$ cat src/rtl/ufm_ctrl_pkg.sv
package ufm_ctrl_pkg;

  typedef enum logic [1:0] {
    OP_READ  = 2'd0,
    OP_WRITE = 2'd1,
    OP_ERASE = 2'd2,
    OP_RSVD  = 2'd3
  } ufm_op_e;

  typedef enum logic [3:0] {
    S_IDLE,
    S_ARM,
    S_ADDR,
    S_LOAD,
    S_RDOUT,
    S_WDATA,
    S_STROBE,
    S_WAIT_HI,
    S_WAIT_LO,
    S_FIN
  } seq_state_e;

  // True for the index of the final bit of a field of the given width.
  function automatic logic last_bit(input int unsigned idx, input int unsigned width);
    return idx == width - 1;
  endfunction

  function automatic logic op_known(input logic [1:0] code);
    return code != OP_RSVD;
  endfunction

  // Step that follows the address shift for each operation.
  function automatic seq_state_e after_addr(input ufm_op_e op);
    case (op)
      OP_READ:  return S_LOAD;
      OP_WRITE: return S_WDATA;
      default:  return S_STROBE;
    endcase
  endfunction

endpackage

$ cat src/rtl/ufm_piso.sv
module ufm_piso #(
  parameter int W = 16
) (
  input  logic         clk,
  input  logic         rst_n,
  input  logic         load,
  input  logic [W-1:0] load_val,
  input  logic         step,
  output logic         msb
);
  logic [W-1:0] q;

  always_ff @(posedge clk or negedge rst_n) begin
    if (!rst_n)    q <= '0;
    else if (load) q <= load_val;
    else if (step) q <= {q[W-2:0], 1'b0};
  end

  assign msb = q[W-1];
endmodule

$ cat src/rtl/ufm_sipo.sv
module ufm_sipo #(
  parameter int W = 16
) (
  input  logic         clk,
  input  logic         rst_n,
  input  logic         clear,
  input  logic         step,
  input  logic         sin,
  output logic [W-1:0] q
);
  always_ff @(posedge clk or negedge rst_n) begin
    if (!rst_n)     q <= '0;
    else if (clear) q <= '0;
    else if (step)  q <= {q[W-2:0], sin};
  end
endmodule

$ cat src/rtl/ufm_ctrl_seq.sv
module ufm_ctrl_seq
  import ufm_ctrl_pkg::*;
#(
  parameter int AW = 9,
  parameter int DW = 16
) (
  input  logic       clk,
  input  logic       rst_n,
  input  logic       cmd_valid,
  input  logic [1:0] cmd_op,
  input  logic       fl_busy,
  input  logic       fl_isp_busy,
  input  logic       addr_msb,
  input  logic       data_msb,
  output logic       cmd_ready,
  output logic       rsp_valid,
  output logic       rsp_err,
  output logic       accept_evt,
  output logic       abort_evt,
  output logic       addr_step,
  output logic       data_step,
  output logic       rd_step,
  output logic       active,
  output logic       fl_addr_clk,
  output logic       fl_addr_sdi,
  output logic       fl_data_clk,
  output logic       fl_data_sdi,
  output logic       fl_data_sel,
  output logic       fl_prog,
  output logic       fl_erase
);
  localparam int MAXW = (AW > DW) ? AW : DW;
  localparam int CW   = $clog2(MAXW);

  seq_state_e      state;
  ufm_op_e         op;
  logic            ph;
  logic [CW-1:0]   cnt;
  logic            err;
  logic            hold;

  assign hold       = fl_busy;
  assign abort_evt  = fl_isp_busy && (state != S_IDLE) && (state != S_FIN);
  assign accept_evt = (state == S_IDLE) && cmd_valid;
  assign addr_step  = (state == S_ADDR)  &&  ph && !hold && !abort_evt;
  assign data_step  = (state == S_WDATA) &&  ph && !hold && !abort_evt;
  assign rd_step    = (state == S_RDOUT) && !ph && !hold && !abort_evt;
  assign cmd_ready  = (state == S_IDLE);
  assign rsp_valid  = (state == S_FIN);
  assign rsp_err    = err;
  assign active     = (state != S_IDLE);

  always_ff @(posedge clk or negedge rst_n) begin
    if (!rst_n) begin
      state       <= S_IDLE;
      op          <= OP_READ;
      ph          <= 1'b0;
      cnt         <= '0;
      err         <= 1'b0;
      fl_addr_clk <= 1'b0;
      fl_addr_sdi <= 1'b0;
      fl_data_clk <= 1'b0;
      fl_data_sdi <= 1'b0;
      fl_data_sel <= 1'b0;
      fl_prog     <= 1'b0;
      fl_erase    <= 1'b0;
    end else begin
      fl_prog  <= 1'b0;
      fl_erase <= 1'b0;
      if (abort_evt) begin
        state       <= S_FIN;
        err         <= 1'b1;
        ph          <= 1'b0;
        cnt         <= '0;
        fl_addr_clk <= 1'b0;
        fl_data_clk <= 1'b0;
      end else begin
        case (state)
          S_IDLE: begin
            fl_addr_clk <= 1'b0;
            fl_data_clk <= 1'b0;
            if (cmd_valid) begin
              if (op_known(cmd_op)) begin
                op    <= ufm_op_e'(cmd_op);
                err   <= 1'b0;
                state <= S_ARM;
              end else begin
                err   <= 1'b1;
                state <= S_FIN;
              end
            end
          end
          S_ARM: begin
            if (!hold) begin
              ph    <= 1'b0;
              cnt   <= '0;
              state <= S_ADDR;
            end
          end
          S_ADDR: begin
            if (!hold) begin
              if (!ph) begin
                fl_addr_clk <= 1'b0;
                fl_addr_sdi <= addr_msb;
                ph          <= 1'b1;
              end else begin
                fl_addr_clk <= 1'b1;
                ph          <= 1'b0;
                if (last_bit(32'(cnt), AW)) begin
                  cnt   <= '0;
                  state <= after_addr(op);
                end else begin
                  cnt <= cnt + 1'b1;
                end
              end
            end
          end
          S_LOAD: begin
            if (!hold) begin
              if (!ph) begin
                fl_addr_clk <= 1'b0;
                fl_data_sel <= 1'b0;
                ph          <= 1'b1;
              end else begin
                fl_data_clk <= 1'b1;
                ph          <= 1'b0;
                state       <= S_RDOUT;
              end
            end
          end
          S_RDOUT: begin
            if (!hold) begin
              if (!ph) begin
                fl_data_clk <= 1'b0;
                fl_data_sel <= 1'b1;
                ph          <= 1'b1;
              end else begin
                fl_data_clk <= 1'b1;
                ph          <= 1'b0;
                if (last_bit(32'(cnt), DW)) begin
                  cnt   <= '0;
                  state <= S_FIN;
                end else begin
                  cnt <= cnt + 1'b1;
                end
              end
            end
          end
          S_WDATA: begin
            if (!hold) begin
              if (!ph) begin
                fl_addr_clk <= 1'b0;
                fl_data_clk <= 1'b0;
                fl_data_sel <= 1'b1;
                fl_data_sdi <= data_msb;
                ph          <= 1'b1;
              end else begin
                fl_data_clk <= 1'b1;
                ph          <= 1'b0;
                if (last_bit(32'(cnt), DW)) begin
                  cnt   <= '0;
                  state <= S_STROBE;
                end else begin
                  cnt <= cnt + 1'b1;
                end
              end
            end
          end
          S_STROBE: begin
            if (!hold) begin
              fl_addr_clk <= 1'b0;
              fl_data_clk <= 1'b0;
              fl_prog     <= (op == OP_WRITE);
              fl_erase    <= (op == OP_ERASE);
              state       <= S_WAIT_HI;
            end
          end
          S_WAIT_HI: begin
            if (fl_busy) state <= S_WAIT_LO;
          end
          S_WAIT_LO: begin
            if (!fl_busy) state <= S_FIN;
          end
          S_FIN: begin
            fl_addr_clk <= 1'b0;
            fl_data_clk <= 1'b0;
            state       <= S_IDLE;
          end
          default: state <= S_IDLE;
        endcase
      end
    end
  end
endmodule

$ cat src/rtl/ufm_serial_ctrl.sv
module ufm_serial_ctrl
  import ufm_ctrl_pkg::*;
#(
  parameter int AW          = 9,
  parameter int DW          = 16,
  parameter bit OSC_KEEP_ON = 1'b0
) (
  input  logic          clk,
  input  logic          rst_n,
  input  logic          cmd_valid,
  output logic          cmd_ready,
  input  logic [1:0]    cmd_op,
  input  logic [AW-1:0] cmd_addr,
  input  logic [DW-1:0] cmd_wdata,
  output logic          rsp_valid,
  output logic          rsp_err,
  output logic [DW-1:0] rsp_rdata,
  output logic          fl_addr_clk,
  output logic          fl_addr_sdi,
  output logic          fl_data_clk,
  output logic          fl_data_sdi,
  output logic          fl_data_sel,
  input  logic          fl_data_sdo,
  output logic          fl_prog,
  output logic          fl_erase,
  output logic          fl_osc_en,
  input  logic          fl_busy,
  input  logic          fl_isp_busy
);
  logic accept_evt, abort_evt;
  logic addr_step, data_step, rd_step;
  logic addr_msb, data_msb;
  logic seq_active;
  logic rd_clear;

  assign rd_clear = accept_evt || abort_evt;

  ufm_ctrl_seq #(.AW(AW), .DW(DW)) u_seq (
    .clk         (clk),
    .rst_n       (rst_n),
    .cmd_valid   (cmd_valid),
    .cmd_op      (cmd_op),
    .fl_busy     (fl_busy),
    .fl_isp_busy (fl_isp_busy),
    .addr_msb    (addr_msb),
    .data_msb    (data_msb),
    .cmd_ready   (cmd_ready),
    .rsp_valid   (rsp_valid),
    .rsp_err     (rsp_err),
    .accept_evt  (accept_evt),
    .abort_evt   (abort_evt),
    .addr_step   (addr_step),
    .data_step   (data_step),
    .rd_step     (rd_step),
    .active      (seq_active),
    .fl_addr_clk (fl_addr_clk),
    .fl_addr_sdi (fl_addr_sdi),
    .fl_data_clk (fl_data_clk),
    .fl_data_sdi (fl_data_sdi),
    .fl_data_sel (fl_data_sel),
    .fl_prog     (fl_prog),
    .fl_erase    (fl_erase)
  );

  ufm_piso #(.W(AW)) u_addr_sr (
    .clk      (clk),
    .rst_n    (rst_n),
    .load     (accept_evt),
    .load_val (cmd_addr),
    .step     (addr_step),
    .msb      (addr_msb)
  );

  ufm_piso #(.W(DW)) u_wdata_sr (
    .clk      (clk),
    .rst_n    (rst_n),
    .load     (accept_evt),
    .load_val (cmd_wdata),
    .step     (data_step),
    .msb      (data_msb)
  );

  ufm_sipo #(.W(DW)) u_rdata_sr (
    .clk   (clk),
    .rst_n (rst_n),
    .clear (rd_clear),
    .step  (rd_step),
    .sin   (fl_data_sdo),
    .q     (rsp_rdata)
  );

  generate
    if (OSC_KEEP_ON) begin : g_osc_on
      assign fl_osc_en = 1'b1;
    end else begin : g_osc_cmd
      assign fl_osc_en = seq_active;
    end
  endgenerate
endmodule

$ cat config.mk
export PLATFORM = sky130hd
export DESIGN_NAME = ufm_serial_ctrl
export DESIGN_NICKNAME = d
export VERILOG_FILES = /design/src/rtl/ufm_ctrl_pkg.sv /design/src/rtl/ufm_piso.sv /design/src/rtl/ufm_sipo.sv /design/src/rtl/ufm_ctrl_seq.sv /design/src/rtl/ufm_serial_ctrl.sv
export SDC_FILE = /design/constraint.sdc
export NUM_CORES = 1
export LEC_CHECK = 0
export CORE_ASPECT_RATIO = 1.2
export CORE_UTILIZATION = 40
export CTS_CLUSTER_DIAMETER = 60
export DETAILED_ROUTE_END_ITERATION = 10
export PLACE_DENSITY = 0.66
export SYNTH_ARGS = -nofsm -noshare
export SYNTH_HDL_FRONTEND = slang
export SYNTH_HIERARCHICAL = 1
export SYNTH_SLANG_ARGS = --single-unit
$ cat constraint.sdc
create_clock -name clk -period 2.2 [get_ports clk]
set_input_delay 0.33 -clock clk [delete_from_list [all_inputs] [get_ports clk]]
set_output_delay 0.33 -clock clk [all_outputs]
set_load 0.05 [all_outputs]
[Yosys cells after proc, flatten, opt, wreduce, memory -nomap -nowiden]
Cells that the tools add are included.
Cells by class
  equal/unequal tests: 40
  mux-type cells: 63
  bitwise gates (word level): 3
  add/sub/neg operators: 1
  reduce and logical (&&, ||, !) cells: 43
Operators with widths (count)
  $mux 4: 26
  $mux 16: 4
  $ne 3x3->1 const B: 12
  $pmux 4 s9: 1
  $mux 1: 24
  $ne 3x2->1 const B: 8
  $mux 9: 2
  $eq 4x3->1 const B: 4
  $eq 4x4->1 const B: 4
  $reduce_and 16->1: 1
  $logic_and 1x1->1: 12
  $pmux 4 s3: 1
  $reduce_and 4->1: 3
  $reduce_and 6->1: 2
  $reduce_bool 2->1: 6
  $ne 2x2->1 const B: 5
  $reduce_and 5->1: 2
  $reduce_bool 5->1: 2
  $eq 4x2->1 const B: 2
  $pmux 1 s4: 2
  $reduce_bool 4->1: 2
  $pmux 3 s2: 1
  $reduce_or 2->1: 3
  $add 4x1->4 const B: 1
  other kinds (15): 20
Storage, ports and cells
  input bits: 33
  flip-flop bits (word level): 60
  logic and storage cells: 165
  output and inout bits: 27

[Depth between registers and ports, before layout]
  depth in word-level cells: 7
  gate-level depth with buffers: 10

[By module]
The synthesis kept the hierarchy.
Modules (own cells, without submodules)
  ufm_ctrl_seq: cells an instance 169, times used 1, area each 1437.6 µm²
  ufm_piso at u_wdata_sr: cells an instance 69, times used 1, area each 742.0 µm²
  ufm_sipo: cells an instance 52, times used 1, area each 660.6 µm²
  ufm_piso at u_addr_sr: cells an instance 39, times used 1, area each 420.4 µm²
  ufm_serial_ctrl: cells an instance 1, times used 1, area each 6.3 µm²

[Worst setup path after synthesis]
OpenSTA, ideal clock, no wires.
  path type: flip-flop to flip-flop
  start point: register u_seq.state[2]
  end point: register u_seq.fl_data_clk
  buffers on the path: 3
  path slack: -464 ps
  setup time: 125 ps
  period minus slack after synthesis: 2664 ps
  data arrival time: 2540 ps
  stages on the path, launching flop included: 7
  data required time: 2075 ps
  cell sequence: dfrtp_1 -> buf_2 -> buf_6 -> clkbuf_1 -> nor3b_1 -> nor3_1 -> mux2_2
On the way
  elaborated cells between the ends (all ways): 20
RTL lines
  from (decl): line ufm_ctrl_seq.sv:35  | seq_state_e state;
  from (signal assigned): line ufm_ctrl_seq.sv:111  | state <= after_addr(op);
  $eq 4x4->1 *
  named net rsp_valid: line ufm_serial_ctrl.sv:15  | output logic rsp_valid,
  $reduce_or 2->1 (no line) *
  $reduce_bool 5->1 (no line) or $pmux 1 s4 (tied branches)
  $reduce_and 5->1 (no line) or $mux 1 (tied branches)
  to (signal assigned): line ufm_ctrl_seq.sv:62  | fl_data_clk <= 1'b0;
  to (signal assigned): line ufm_ctrl_seq.sv:76  | fl_data_clk <= 1'b0;
  to (signal assigned): line ufm_ctrl_seq.sv:81  | fl_data_clk <= 1'b0;
  to (decl): line ufm_ctrl_seq.sv:26  | output logic fl_data_clk,
The timed path passes the listed nets; every way through them passes the cells marked *.
A chain may end at the register's enable or synchronous reset.

[Worst setup path after layout]
  start point: register u_seq.state[2]
  end point: register u_seq.state[2]
On the way
  word-level cells in the longest chain between the ends: 5
  elaborated cells between the ends (all ways): 32
Ends and longest elaborated chain
  $reduce_bool 4->1: line ufm_ctrl_seq.sv:43  | assign abort_evt = fl_isp_busy && (state != S_IDLE) && (state != S_FIN);
  $logic_and 1x1->1 (2 in a row): line ufm_ctrl_seq.sv:43
  $ne 3x2->1 (no line) or $ne 3x3->1 (tied branches)
  $reduce_and 16->1 (no line)
Several ways; a longest one is shown, not always the timed one.

==> reports/metrics.csv <==
metric;value;unit
crit_start;u_seq/state[2];
fin_area;4340;um2
worstMarginPinSlew;0.526;ns
period_needed;2.14;ns
fill_cells;717;
synth.lib_cells_used.distinct;51;
grt_overflow;0;
drc;2;
vias;2689;
syn_area_per_cell;9.90;um2
netlist.area_leader.share;46.0;%
synth_top_area_cell;dfrtp_1;
grt_pass1_wl;12400;um
worst_slack;0.0609;ns
grt_pass1_vias;2701;
synthTopCellsByArea;dfrtp_1 (46%), mux2i_1 (12%), nand2_1 (4.1%);
fin_tns_setup;0;ns
reg2reg_from;u_seq/state[2];
slew_viol_final;0;
final_cells;499;
cts_buffers;9;
drt_iter0_markers;166;
antennaDiodeCount;0;
grt_usage;18.7;%
peakVddDrop;578;uV
hold_class;input port to async pin;
ant_nets;0;
power_density;1120;nW/um2
rsz0062_at_grt;false;
drt-total-wl;7550;um
initial_core_util;41.9;%
dr.pass1.iters;7;
post_cts_buffers;0;
place_ws;0.0107;ns
syn_to_final_growth;32.9;%
io_buffers;59;
crit_family;simple AND/OR/NAND/NOR gates;
status;finished with violations;
grt_max_degree;51;
violations;design-rule violations;
slew_headroom;64.8;%
gp_congestion;0.930;
cap_violations;0;
ys_seq_area_share;46.0;%
max_freq;0.467;GHz
ys_async_sr_fraction;100;%
crit_chain;buf_4 -> nor2_1 -> or4b_1 -> o211ai_2 -> nor3_2 -> mux2_2;
synth_edf_count;0;
clk_path_buf_depth;2;
cp-start-kind;flop;
die_x;84.5;um
crit_fanout;8;
worstSetupPathType;flop to flop;
rows;35;
synth-seq-cells;60;
fin_worst_skew;0.00777;ns
post-route-period-util;97.2;%
core-area;7790;um2
netlist_top_cells_count;dfrtp_1 (60), mux2i_1 (40), nand2_1 (36);
cts_sinks;60;
slowest_delay;0.47;ns
syn_area;3270;um2
pin_count;60;
die_area;8530;um2
htreeDepth;3;
worst-path-buf-inv;1;
syn-num-nets;365;
hold_violations;0;
leakage;1.74;nW
placedCellCount;482;
worst_ep_arrival_time;2.36;ns
vias_per_cell;5.39;
routedWlPerCell;15.1;um
yosys_warnings;6;
clk_transition_reported_paths;0.07;ns
cts_root_buffer;clkbuf_8;
drive_above_1_share;16.5;%
slowest_stage;dfrtp_1;
post-route-util;55.7;%
die_y;101;um
setup_viol;0;
end_kind;flop;
dp_hpwl;5340;um
nets;438;
synth_flop_cell;dfrtp_1;
postSynthCellCount;330;
cts_tree;built;
yosysMostFrequentCell;dfrtp_1;
dpl_cell_area;4060;um2
antenna_found_initial;0;
cp.required;2.42;ns
clkLatencyLatePin;0.34;ns
rrSetupSlack;0.06;ns
[sequential cells by signal, indices dropped and copies added (netlist names)]
| signal | count |
|---|---|
| u_seq/fl_addr_clk | 1 |
| u_rdata_sr/q | 16 |
| u_seq/state | 4 |
| u_seq/fl_erase | 1 |
| u_seq/fl_addr_sdi | 1 |
| u_seq/fl_data_sel | 1 |
| u_seq/fl_data_clk | 1 |
| u_seq/ph | 1 |
| u_seq/op | 2 |
| u_seq/rsp_err | 1 |
| u_addr_sr/q | 9 |
| u_wdata_sr/q | 16 |
| u_seq/fl_prog | 1 |
| u_seq/cnt | 4 |
| u_seq/fl_data_sdi | 1 |
[cells in the final DEF (no fill, tap or decap), types with 2 or more instances in the layout]
cell type	n
a21o_1	4
a21oi_1	12
buf_12	6
buf_4	24
bufinv_16	2
clkbuf_8	12
clkdlybuf4s50_1	55
dfrtp_1	59
ha_1	2
inv_1	5
mux2_2	6
mux2i_1	40
nand2_1	36
nand2b_1	7
nand3_1	4
nand3b_1	3
nor2_1	29
nor2b_1	6
nor3_1	8
nor3_2	2
nor3b_1	2
nor4_1	2
o21ai_0	18
o21ai_1	17
o22a_1	3
o31ai_1	2
o32ai_1	2
or2_1	3
or4_1	2
or4b_1	3
xor2_1	2
[layer usage]
layer / global-route usage [%] / routed length, um / vias to the layer above
met1: 23.4 / 3260 / 1291
met2: 30.5 / 3700 / 75
met5: 0 / 0 / -
met3: 3.60 / 377 / 18
met4: 10.8 / 204 / 0
li1: - / - / 1305
[logic make-up (layout without fill, tap and decap cells)]
family / after synthesis / after routing / synth area share [%]
buffers and inverters: 33 / 110 / 7.12
flip-flops: 60 / 60 / 46.0
AO/OA/AOI/OAI: 69 / 69 / 12.8
multiplexers: 46 / 46 / 14.3
adder cells (fa/ha/maj): 2 / 2 / 0.766
AND/OR/NAND/NOR: 117 / 117 / 18.2
XOR/XNOR: 3 / 3 / 0.804
[area by class of cell]
type                    count  area, um2  area share [%]
clock buffers              12        165            3.80
clock inverters             3       68.8            1.58
inverters                   7       30.0           0.691
multi-input cells         237       1570            36.2
flip-flops and latches     60       1500            34.6
well taps                  92        115            2.65
repair buffers             88        891            20.5
[per-stage QoR]
step	hold WS, ns	power [mW]
global route	0.511	5.17
floorplan	0.0344	3.00
CTS	0.486	4.86
detailed placement	0.318	3.66
finish	0.470	4.88
global placement	0.309	3.62
[where the power goes]
part / leakage (nW) / internal (mW) / switching (mW)
logic: 0.841 / 0.935 / 1.17
registers: 0.780 / 1.40 / 0.207
clock network: 0.119 / 0.726 / 0.437
total: 1.74 / 3.07 / 1.81
[what timing repair did]
action                                 4_1_cts  5_1_grt
gates cloned                                 0        1
hold buffers                                 1        0
gates resized for setup                      2        3
pin swaps                                    0        3
endpoints found under the hold margin       18        0
setup endpoints to repair                    1        6
[worst paths after layout]
kind                                     end  cells past startpoint
hold reg to reg            u_seq/fl_addr_clk                      1
hold / removal               u_wdata_sr/q[7]                      2
setup / recovery              u_seq/state[2]                      6
setup reg to reg              u_seq/state[2]                      6
min in group clk           u_seq/fl_addr_clk                      1
max in group asynchronous  u_seq/fl_addr_sdi                      3
Power figures use the tool's default switching activity.
